<file path="config.mk">
export PLATFORM = sky130hd
export DESIGN_NAME = port_debounce
export DESIGN_NICKNAME = d
export VERILOG_FILES = /design/src/rtl/dbf_pkg.sv /design/src/rtl/dbf_sync.sv /design/src/rtl/dbf_cfg.sv /design/src/rtl/dbf_pin_filter.sv /design/src/rtl/port_debounce.sv
export SDC_FILE = /design/constraint.sdc
export NUM_CORES = 1
export LEC_CHECK = 0
export ABC_CLOCK_PERIOD_IN_PS = 2600
export BUFFER_PORTS_ARGS = -buffer_cell sky130_fd_sc_hd__buf_2
export CORE_MARGIN = 2
export CORE_UTILIZATION = 30
export DETAILED_ROUTE_END_ITERATION = 12
export PLACE_DENSITY = 0.58
export SETUP_SLACK_MARGIN = 0.1
export SLEW_MARGIN = 20
export SYNTH_ARGS = -nofsm -noshare
export SYNTH_HDL_FRONTEND = slang
export SYNTH_SLANG_ARGS = --single-unit
</file>
<file path="constraint.sdc">
create_clock -name clk -period 2.6 [get_ports clk]
set_input_delay 0.52 -clock clk [delete_from_list [all_inputs] [get_ports clk]]
set_output_delay 0.52 -clock clk [all_outputs]
set_load 0.02 [all_outputs]
</file>
<file path="src/rtl/dbf_pkg.sv">
package dbf_pkg;

  typedef enum logic {
    DBF_SEL_COUNT  = 1'b0,
    DBF_SEL_ENABLE = 1'b1
  } dbf_sel_e;

  // True when one more strobe reaches the programmed threshold.
  function automatic logic dbf_reached(input logic [31:0] cnt, input logic [31:0] lim);
    return (cnt + 32'd1) >= lim;
  endfunction

endpackage

</file>
<file path="src/rtl/dbf_sync.sv">
module dbf_sync #(
  parameter int WIDTH  = 8,
  parameter int STAGES = 2
) (
  input  logic             clk,
  input  logic [WIDTH-1:0] d_i,
  output logic [WIDTH-1:0] q_o
);
  logic [WIDTH-1:0] stage_q [STAGES];

  always_ff @(posedge clk) stage_q[0] <= d_i;

  generate
    for (genvar s = 1; s < STAGES; s++) begin : g_stage
      always_ff @(posedge clk) stage_q[s] <= stage_q[s-1];
    end
  endgenerate

  assign q_o = stage_q[STAGES-1];
endmodule

</file>
<file path="src/rtl/dbf_cfg.sv">
module dbf_cfg
  import dbf_pkg::*;
#(
  parameter int NUM_PINS = 8,
  parameter int CNT_W    = 8,
  localparam int DATA_W  = 2 * NUM_PINS
) (
  input  logic                clk,
  input  logic                rst_n,
  input  logic                we_i,
  input  logic                addr_i,
  input  logic [DATA_W-1:0]   wdata_i,
  output logic [CNT_W-1:0]    count_o,
  output logic [NUM_PINS-1:0] enable_o
);
  logic                wr_count;
  logic                wr_enable;
  logic [NUM_PINS-1:0] sel_bits;
  logic [NUM_PINS-1:0] val_bits;
  logic [NUM_PINS-1:0] enable_next;

  assign wr_count  = we_i && (dbf_sel_e'(addr_i) == DBF_SEL_COUNT);
  assign wr_enable = we_i && (dbf_sel_e'(addr_i) == DBF_SEL_ENABLE);
  assign sel_bits  = wdata_i[DATA_W-1:NUM_PINS];
  assign val_bits  = wdata_i[NUM_PINS-1:0];
  assign enable_next = (enable_o & ~sel_bits) | (val_bits & sel_bits);

  always_ff @(posedge clk) begin
    if (!rst_n) begin
      count_o  <= '0;
      enable_o <= '0;
    end else begin
      if (wr_count)  count_o  <= wdata_i[CNT_W-1:0];
      if (wr_enable) enable_o <= enable_next;
    end
  end

  AST_MASK_KEEPS_UNSELECTED: assert property (@(posedge clk) disable iff (!rst_n)
    wr_enable |=> ((enable_o & ~$past(sel_bits)) == ($past(enable_o) & ~$past(sel_bits))));

  AST_COUNT_HOLDS: assert property (@(posedge clk) disable iff (!rst_n)
    !wr_count |=> $stable(count_o));

  AST_ENABLE_HOLDS: assert property (@(posedge clk) disable iff (!rst_n)
    !wr_enable |=> $stable(enable_o));
endmodule

</file>
<file path="src/rtl/dbf_pin_filter.sv">
module dbf_pin_filter
  import dbf_pkg::*;
#(
  parameter int CNT_W = 8
) (
  input  logic             clk,
  input  logic             rst_n,
  input  logic             tick_i,
  input  logic             sync_i,
  input  logic             en_i,
  input  logic [CNT_W-1:0] limit_i,
  output logic             filt_o,
  output logic             commit_o,
  output logic             restart_o
);
  logic             filt_q;
  logic [CNT_W-1:0] cnt_q;
  logic             differs;
  logic             bypass;

  assign differs   = (sync_i != filt_q);
  assign bypass    = !en_i || (limit_i == '0);
  assign restart_o = !bypass && !differs;
  assign commit_o  = !bypass && differs && tick_i
                     && dbf_reached(32'(cnt_q), 32'(limit_i));

  always_ff @(posedge clk) begin
    if (!rst_n) begin
      filt_q <= sync_i;
      cnt_q  <= '0;
    end else if (bypass) begin
      filt_q <= sync_i;
      cnt_q  <= '0;
    end else if (!differs) begin
      cnt_q <= '0;
    end else if (tick_i) begin
      if (commit_o) begin
        filt_q <= sync_i;
        cnt_q  <= '0;
      end else begin
        cnt_q <= cnt_q + 1'b1;
      end
    end
  end

  assign filt_o = filt_q;

  AST_BYPASS_FOLLOWS: assert property (@(posedge clk) disable iff (!rst_n)
    (!en_i) |=> (filt_o == $past(sync_i)));

  AST_ZERO_COUNT_FOLLOWS: assert property (@(posedge clk) disable iff (!rst_n)
    (en_i && limit_i == '0) |=> (filt_o == $past(sync_i)));

  AST_NO_CHANGE_WITHOUT_TICK: assert property (@(posedge clk) disable iff (!rst_n)
    (en_i && limit_i != '0 && !tick_i) |=> $stable(filt_o));

  AST_MATCH_CLEARS_COUNT: assert property (@(posedge clk) disable iff (!rst_n)
    restart_o |=> (cnt_q == '0));

  AST_COMMIT_TAKES_INPUT: assert property (@(posedge clk) disable iff (!rst_n)
    commit_o |=> (filt_o == $past(sync_i)));
endmodule

</file>
<file path="src/rtl/port_debounce.sv">
module port_debounce
  import dbf_pkg::*;
#(
  parameter int NUM_PINS    = 8,
  parameter int CNT_W       = 8,
  parameter int SYNC_STAGES = 2,
  localparam int DATA_W     = 2 * NUM_PINS
) (
  input  logic                clk,
  input  logic                rst_n,
  input  logic                ms_tick,
  input  logic [NUM_PINS-1:0] pin_raw,
  input  logic                cfg_we,
  input  logic                cfg_addr,
  input  logic [DATA_W-1:0]   cfg_wdata,
  output logic [CNT_W-1:0]    cfg_count_q,
  output logic [NUM_PINS-1:0] cfg_enable_q,
  output logic [NUM_PINS-1:0] pin_filt
);
  logic [NUM_PINS-1:0] pin_sync;
  logic [NUM_PINS-1:0] pin_commit;
  logic [NUM_PINS-1:0] pin_restart;

  dbf_sync #(.WIDTH(NUM_PINS), .STAGES(SYNC_STAGES)) u_sync (
    .clk (clk),
    .d_i (pin_raw),
    .q_o (pin_sync)
  );

  dbf_cfg #(.NUM_PINS(NUM_PINS), .CNT_W(CNT_W)) u_cfg (
    .clk      (clk),
    .rst_n    (rst_n),
    .we_i     (cfg_we),
    .addr_i   (cfg_addr),
    .wdata_i  (cfg_wdata),
    .count_o  (cfg_count_q),
    .enable_o (cfg_enable_q)
  );

  generate
    for (genvar p = 0; p < NUM_PINS; p++) begin : g_pin
      dbf_pin_filter #(.CNT_W(CNT_W)) u_pin (
        .clk       (clk),
        .rst_n     (rst_n),
        .tick_i    (ms_tick),
        .sync_i    (pin_sync[p]),
        .en_i      (cfg_enable_q[p]),
        .limit_i   (cfg_count_q),
        .filt_o    (pin_filt[p]),
        .commit_o  (pin_commit[p]),
        .restart_o (pin_restart[p])
      );
    end
  endgenerate

  AST_COMMIT_NEEDS_TICK: assert property (@(posedge clk) disable iff (!rst_n)
    (pin_commit != '0) |-> ms_tick);

  AST_COMMIT_NOT_RESTART: assert property (@(posedge clk) disable iff (!rst_n)
    (pin_commit & pin_restart) == '0);

  AST_RESET_CONFIG: assert property (@(posedge clk)
    (!rst_n) |=> (cfg_count_q == '0 && cfg_enable_q == '0));
endmodule

</file>
# Word-level counts from Yosys, hierarchy flattened
# Memory sizes are Yosys's and may differ from the RTL's.
# Index checks and enable logic that the tools add are counted.
# totals
output_inout_bits	24
inputBits	29
n_memories	1
reg_bits	88
ram_bits	16
wordCells	204
# op_classes
bitwise_logic	14
n_eq_ne	32
reduce_logical	67
n_lt_le_gt_ge	8
n_mux	48
n_addsub	16
# memory_table
memory	words	width	rd	rd_clocked_by_memory_dff	wr	line_no	rtl
u_sync.stage_q	2	8	2	0	2	dbf_sync.sv:9	logic [WIDTH-1:0] stage_q [STAGES];
# op_table
op	count
greater-or-equal comparator 32 x 8 -> 1 bit	8
adder 8 x 1 -> 9 bit, second input constant	8
inequality test 3 x 1 -> 1 bit, second input constant	24
adder 8 x 1 -> 8 bit, second input constant	8
2-to-1 mux 8 bit	8
2-to-1 mux 1 bit	40
logical AND 1 bit	26
AND reduction 3 bit	8
OR reduction 3 bit	8
bitwise AND 8 bit	2
logical NOT 1 bit	16
inverter 1 bit	10
logical NOT 8 bit	1
logical OR 1 bit	8
inequality test 1 bit	8
inverter 8 bit	1
OR 8 bit	1

# Depth between registers and ports, before layout
# logic_depth
depth_word	11
depth_mapped	13
depth_no_buf	12

# Hierarchy
# Synthesis repeated with hierarchy kept, for this count alone.
# hier_totals
cells_unflattened	861
hier_area_um2	7297.0
# modules_own_cells
mod	seq_area_each_um2	instances	cells_each	area_each_um2
dbf_pin_filter (g_pin[2].u_pin ...)	190.2	4	97	794.5
dbf_pin_filter (g_pin[0].u_pin ...)	190.2	3	98	795.8
dbf_pin_filter (g_pin[6].u_pin)	190.2	1	85	693.2
dbf_cfg	320.3	1	70	658.1
dbf_sync	320.3	1	24	380.4

# Worst setup path after synthesis
# Ideal clock, no wire load.
# synth_timing
kind	reg2reg
startpoint	register g_pin[5].u_pin.cnt_q[0]
endpoint	register g_pin[5].u_pin.filt_q, enable pin
path_buffers	0
setup_ps	241
t_arrival_ps	2543
stages_incl_launch_ff	12
setup_slack_ps	-184
required_ps	2359
synth_period_minus_slack_ps	2784
path_cell_list	dfxtp_1 -> ha_1 -> nand3_1 -> nor3_1 -> xnor2_1 -> ha_1 -> o21ai_0 -> nor2_1 -> a311o_1 -> nor2_1 -> nor2_1 -> a21o_1
# synth_between
elab_chain_cells	5
# synth_lines
element	line_no	rtl
start, declared	dbf_pin_filter.sv:17	logic [CNT_W-1:0] cnt_q;
start signal, assigned	dbf_pin_filter.sv:41	cnt_q <= cnt_q + 1'b1;
adder 8 x 1 -> 9 bit	dbf_pkg.sv:10	return (cnt + 32'd1) >= lim;
greater-or-equal comparator 32 x 8 -> 1 bit	dbf_pkg.sv:10	
logical AND 1 bit	dbf_pin_filter.sv:25	&& dbf_reached(32'(cnt_q), 32'(limit_i));
inequality test 3 x 1 -> 1 bit (no source line)	--	
AND reduction 3 bit (no source line)	--	
end signal, assigned	dbf_pin_filter.sv:29	filt_q <= sync_i;
end signal, assigned	dbf_pin_filter.sv:32	filt_q <= sync_i;
end signal, assigned	dbf_pin_filter.sv:38	filt_q <= sync_i;
end, declared	dbf_pin_filter.sv:16	logic filt_q;
# No other way between the ends.
# A chain may end at the register's enable or synchronous reset.

# Final worst setup path
# layout_timing
startpoint	register g_pin[5].u_pin.cnt_q[0]
endpoint	register g_pin[5].u_pin.cnt_q[6]
# layout_between
elab_chain_cells	4
word_cells_on_any_way	5
cone_classes	add/sub: 2; order compare: 1; mux: 1; reduce/logical: 1
# layout_lines
element	line_no	rtl
adder 8 x 1 -> 9 bit	dbf_pkg.sv:10	
greater-or-equal comparator 32 x 8 -> 1 bit	dbf_pkg.sv:10	
logical AND 1 bit	dbf_pin_filter.sv:25	
2-to-1 mux 8 bit (*)	dbf_pin_filter.sv:37	if (commit_o) begin
# Every way passes the cells marked *; elsewhere a longest branch is shown, timed or not.

==> results by group <==
Run status
  • Run status: completed

Logic synthesis
  • Post-Syn Instances: approximately 760
  • Top_reg_cell synth: dfxtp_1
  • Post-synth EDFFs: 8
  • Synth Register Bits: 104
  • Count of cell types in the netlist: between 50 and 60
  • YS warnings: 0
  • Synthesized area: roughly 6600 um2
  • FFs w/ async S/R, synth: 0%
  • Sequential area share after synthesis: between 30 and 40%
  • Syn Area/Cell: 8.65 um2
  • Mapped Nets: around 860

Die
  • Die height: between 150 and 200 um
  • Die X: 152 um
  • Initial core utilization: 30.4%
  • Row cnt: 54
  • I/O pin count: 53
  • Core area: ~22000 um2
  • Die area: 23200 um2

Detailed routing
  • DR vias: between 5k and 6k
  • Detailed Routing Iterations Pass 1: 5
  • DR top layer: met4
  • ANT nets after route: 0
  • DRT Wirelength: 17100 um
  • Via/cell ratio: between 5 and 6
  • Metal2 WL: roughly 7800 um
  • Metal3 WL: between 700 and 800 um
  • Iteration-0 DRC count of the detailed router: about 300
  • DR WL/cell: roughly 15 um
  • Metal1 wirelength: 8250 um
  • # DRC: 0

STA
  • Count of final setup violators: 0
  • Fin crit period: roughly 2500 ps
  • Setup TNS: 0 ps
  • Worst Clk Skew: 6.29 ps
  • Final hold slack: about 260 ps
  • Max Slew Vio Count: 0
  • Period Utilization, post-route: a little over nine tenths
  • FMAX: between 0.3 and 0.4 GHz
  • Final hold vios: 0
  • Least-Margin Pin Slew: 866 ps
  • Setup slack after layout: approximately 73 ps
  • Unrepaired setup endpoints after global routing: true
  • Worst rel slew slack: approximately 42%

Power and ir drop
  • Total power: between 3 and 4 mW
  • Pwr/cell area: ~400 nW/um2
  • Max VDD drop: between 0.0003 and 0.0004 V
  • Static leakage: 3.68 nW

Worst setup path
  • CP Class: flop to flop
  • Data arrival, critical path: approximately 2800 ps
  • Startpoint Class: flop
  • WP data required: roughly 2900 ps
  • Crit path max fanout: 6
  • Crit end category: flop

Clocking
  • TritonCTS clock tree: built
  • Worst skew pair latency: ~350 ps
  • Clock buffer depth: 2
  • Clock slew at reported path FFs: ~70 ps
  • CTS sink cnt: between 100 and 150
  • CTS Buf Count: 9
  • CTS root buf: clkbuf_16
  • H-tree levels: 3

Layout
  • Fill cells: between 2k and 2.5k
  • Fin nets: around 990
  • Diodes inserted: 0
  • Fin cells: between 1k and 1.5k
  • Share of cells above drive strength 1: about 33%
  • Area Growth Syn to Fin: 33.1%
  • Final cell area excluding filler cells: approximately 9000 um2
  • Util after Layout: between 40 and 50%

Placed design
  • Place WS: -38.2 ps
  • Placed cells: around 1.1k
  • GP Congestion: about 0.81
  • Placed cell areas: 7530 um2
  • DP Wirelength: about 12000 um
  • Number of buffers added on ports: between 50 and 60

GRT
  • Tot GR Track Use: about 14%
  • Initial antenna violation count: 0
  • Remaining global-route overflow: 0
  • Pin count of the biggest net entering global routing: 75
  • First-pass GRT wire length: around 27000 um
  • Vias in the first global route: 5515

Min path
  • Min-Delay Path Class: primary input to flop

Job
  • Max cap viols: 0
[registers in the layout, summed over array words and instances (netlist names), named ones only]
| register | cells |
|---|---|
| g_pin.u_pin.filt_o | 8 |
| u_sync.stage_q | 16 |
| g_pin.u_pin.cnt_q | 64 |
| u_cfg.count_o | 8 |
[layout make-up]
cell class | instances | area (um2) | area share [%]
Clock buffer | 11 | 243 | 2.76
Clock inverter | 5 | 56.3 | 0.641
Inverter | 16 | 60.1 | 0.684
Multi-Input combinational cell | 606 | 4760 | 54.2
Sequential cell | 104 | 2230 | 25.4
Tap cell | 280 | 350 | 3.99
Timing Repair Buffer | 155 | 1080 | 12.3
[layer usage]
layer / global-route usage (%) / vias to the layer above
li1: - / 3007
met5: 0 / -
met3: 2.73 / 23
met1: 19.5 / 2831
met2: 22.9 / 128
met4: 3.74 / 0
[repair_timing]
action                                  in CTS  in global routing
gates cloned                                 1                  0
setup buffers                               26                 16
gates resized for setup                     47                102
endpoints found under the setup margin      54                 71
pin swaps                                   37                 76
hold buffers                                 0                  0
[report_power, final]
group	leakage [nW]	internal [mW]	switching, mW
clock	0.146	0.774	0.622
combinational	2.65	0.221	0.297
sequential	0.884	1.63	0.0224
total	3.68	2.62	0.942
[synth_stat cells (3+ instances only)]
cell | instances | share of area (%)
a21boi_1 | 8 | 0.91
nand2_1 | 63 | 3.6
o31ai_1 | 5 | 0.57
o41ai_1 | 4 | 0.53
a21oi_1 | 45 | 3.4
ha_1 | 72 | 14
nor3_1 | 11 | 0.83
or3b_2 | 4 | 0.53
dfxtp_1 | 96 | 29
o211ai_1 | 4 | 0.45
nand2b_1 | 19 | 1.8
buf_1 | 3 | 0.17
edfxtp_1 | 8 | 3.6
nand3b_1 | 17 | 1.9
mux2i_1 | 3 | 0.45
xnor2_1 | 26 | 3.4
o22ai_1 | 7 | 0.66
nand4_1 | 19 | 1.8
nand3_2 | 3 | 0.45
nand4b_1 | 9 | 1.2
xor2_1 | 46 | 6.1
inv_1 | 15 | 0.85
nor2b_1 | 15 | 1.4
clkbuf_1 | 14 | 0.80
buf_4 | 17 | 1.9
and2_1 | 5 | 0.47
nor2_1 | 64 | 3.6
a211oi_1 | 4 | 0.45
nand3_1 | 54 | 4.1
o21ai_0 | 11 | 0.83
and3_1 | 21 | 2.0
a21o_1 | 21 | 2.4
o21ai_1 | 6 | 0.45
a31oi_1 | 13 | 1.2
[cells by family after synthesis]
kind of cell / Yosys count / synth area share [%]
buf+inv: 53 / 4.13
fa+ha+maj: 72 / 13.6
xor+xnor: 72 / 9.55
flops: 104 / 32.8
simple gates: 315 / 25.3
compound gates: 144 / 14.2
mux: 3 / 0.455
[layout by cell type, fill, tap and decap left out, types with 5 or more instances in the layout]
cell / n
nand4_1: 19
ha_4: 8
inv_1: 14
nor2b_1: 15
buf_4: 96
and3_1: 9
xor2_1: 44
a21oi_1: 39
o21ai_0: 10
a31oi_1: 8
nor2_2: 12
clkbuf_16: 9
edfxtp_1: 8
o21ai_1: 7
a21boi_1: 10
dfxtp_1: 69
nand2b_1: 18
nand3_1: 41
buf_2: 52
xnor2_1: 22
nand2_1: 60
nand3_4: 6
dfxtp_2: 12
nand3_2: 10
nor2_1: 50
a21o_1: 21
nor3_1: 8
nand4b_1: 9
a21oi_2: 5
buf_6: 5
dfxtp_4: 15
and3_4: 13
ha_1: 63
nand3b_1: 17
[critical path, stage by stage (launching register included)]
cell	delay [ps]
dfxtp_4	370
and3_4	210
nand3_4	100
nor3_4	180
xnor2_2	150
ha_1	270
nand4_1	90
o21bai_1	70
a311o_1	370
nor2_4	170
buf_6	180
a31oi_4	90
o22ai_2	200
[final timing paths]
kind	startpoint	endpoint	slack (ps)	cells after the start
worst min-delay path	pin_raw[1]	u_sync.stage_q[0][1]$_DFF_P_	260	1
worst max register to register	g_pin[5].u_pin.cnt_q[0]$_SDFFE_PP0P_	g_pin[5].u_pin.cnt_q[6]$_SDFFE_PP0P_	70	12
worst max-delay path	g_pin[5].u_pin.cnt_q[0]$_SDFFE_PP0P_	g_pin[5].u_pin.cnt_q[6]$_SDFFE_PP0P_	70	12
worst min register to register	u_sync.stage_q[0][5]$_DFF_P_	u_sync.stage_q[0][13]$_DFF_P_	330	0
Note: power is estimated with default switching activity, not from simulation.
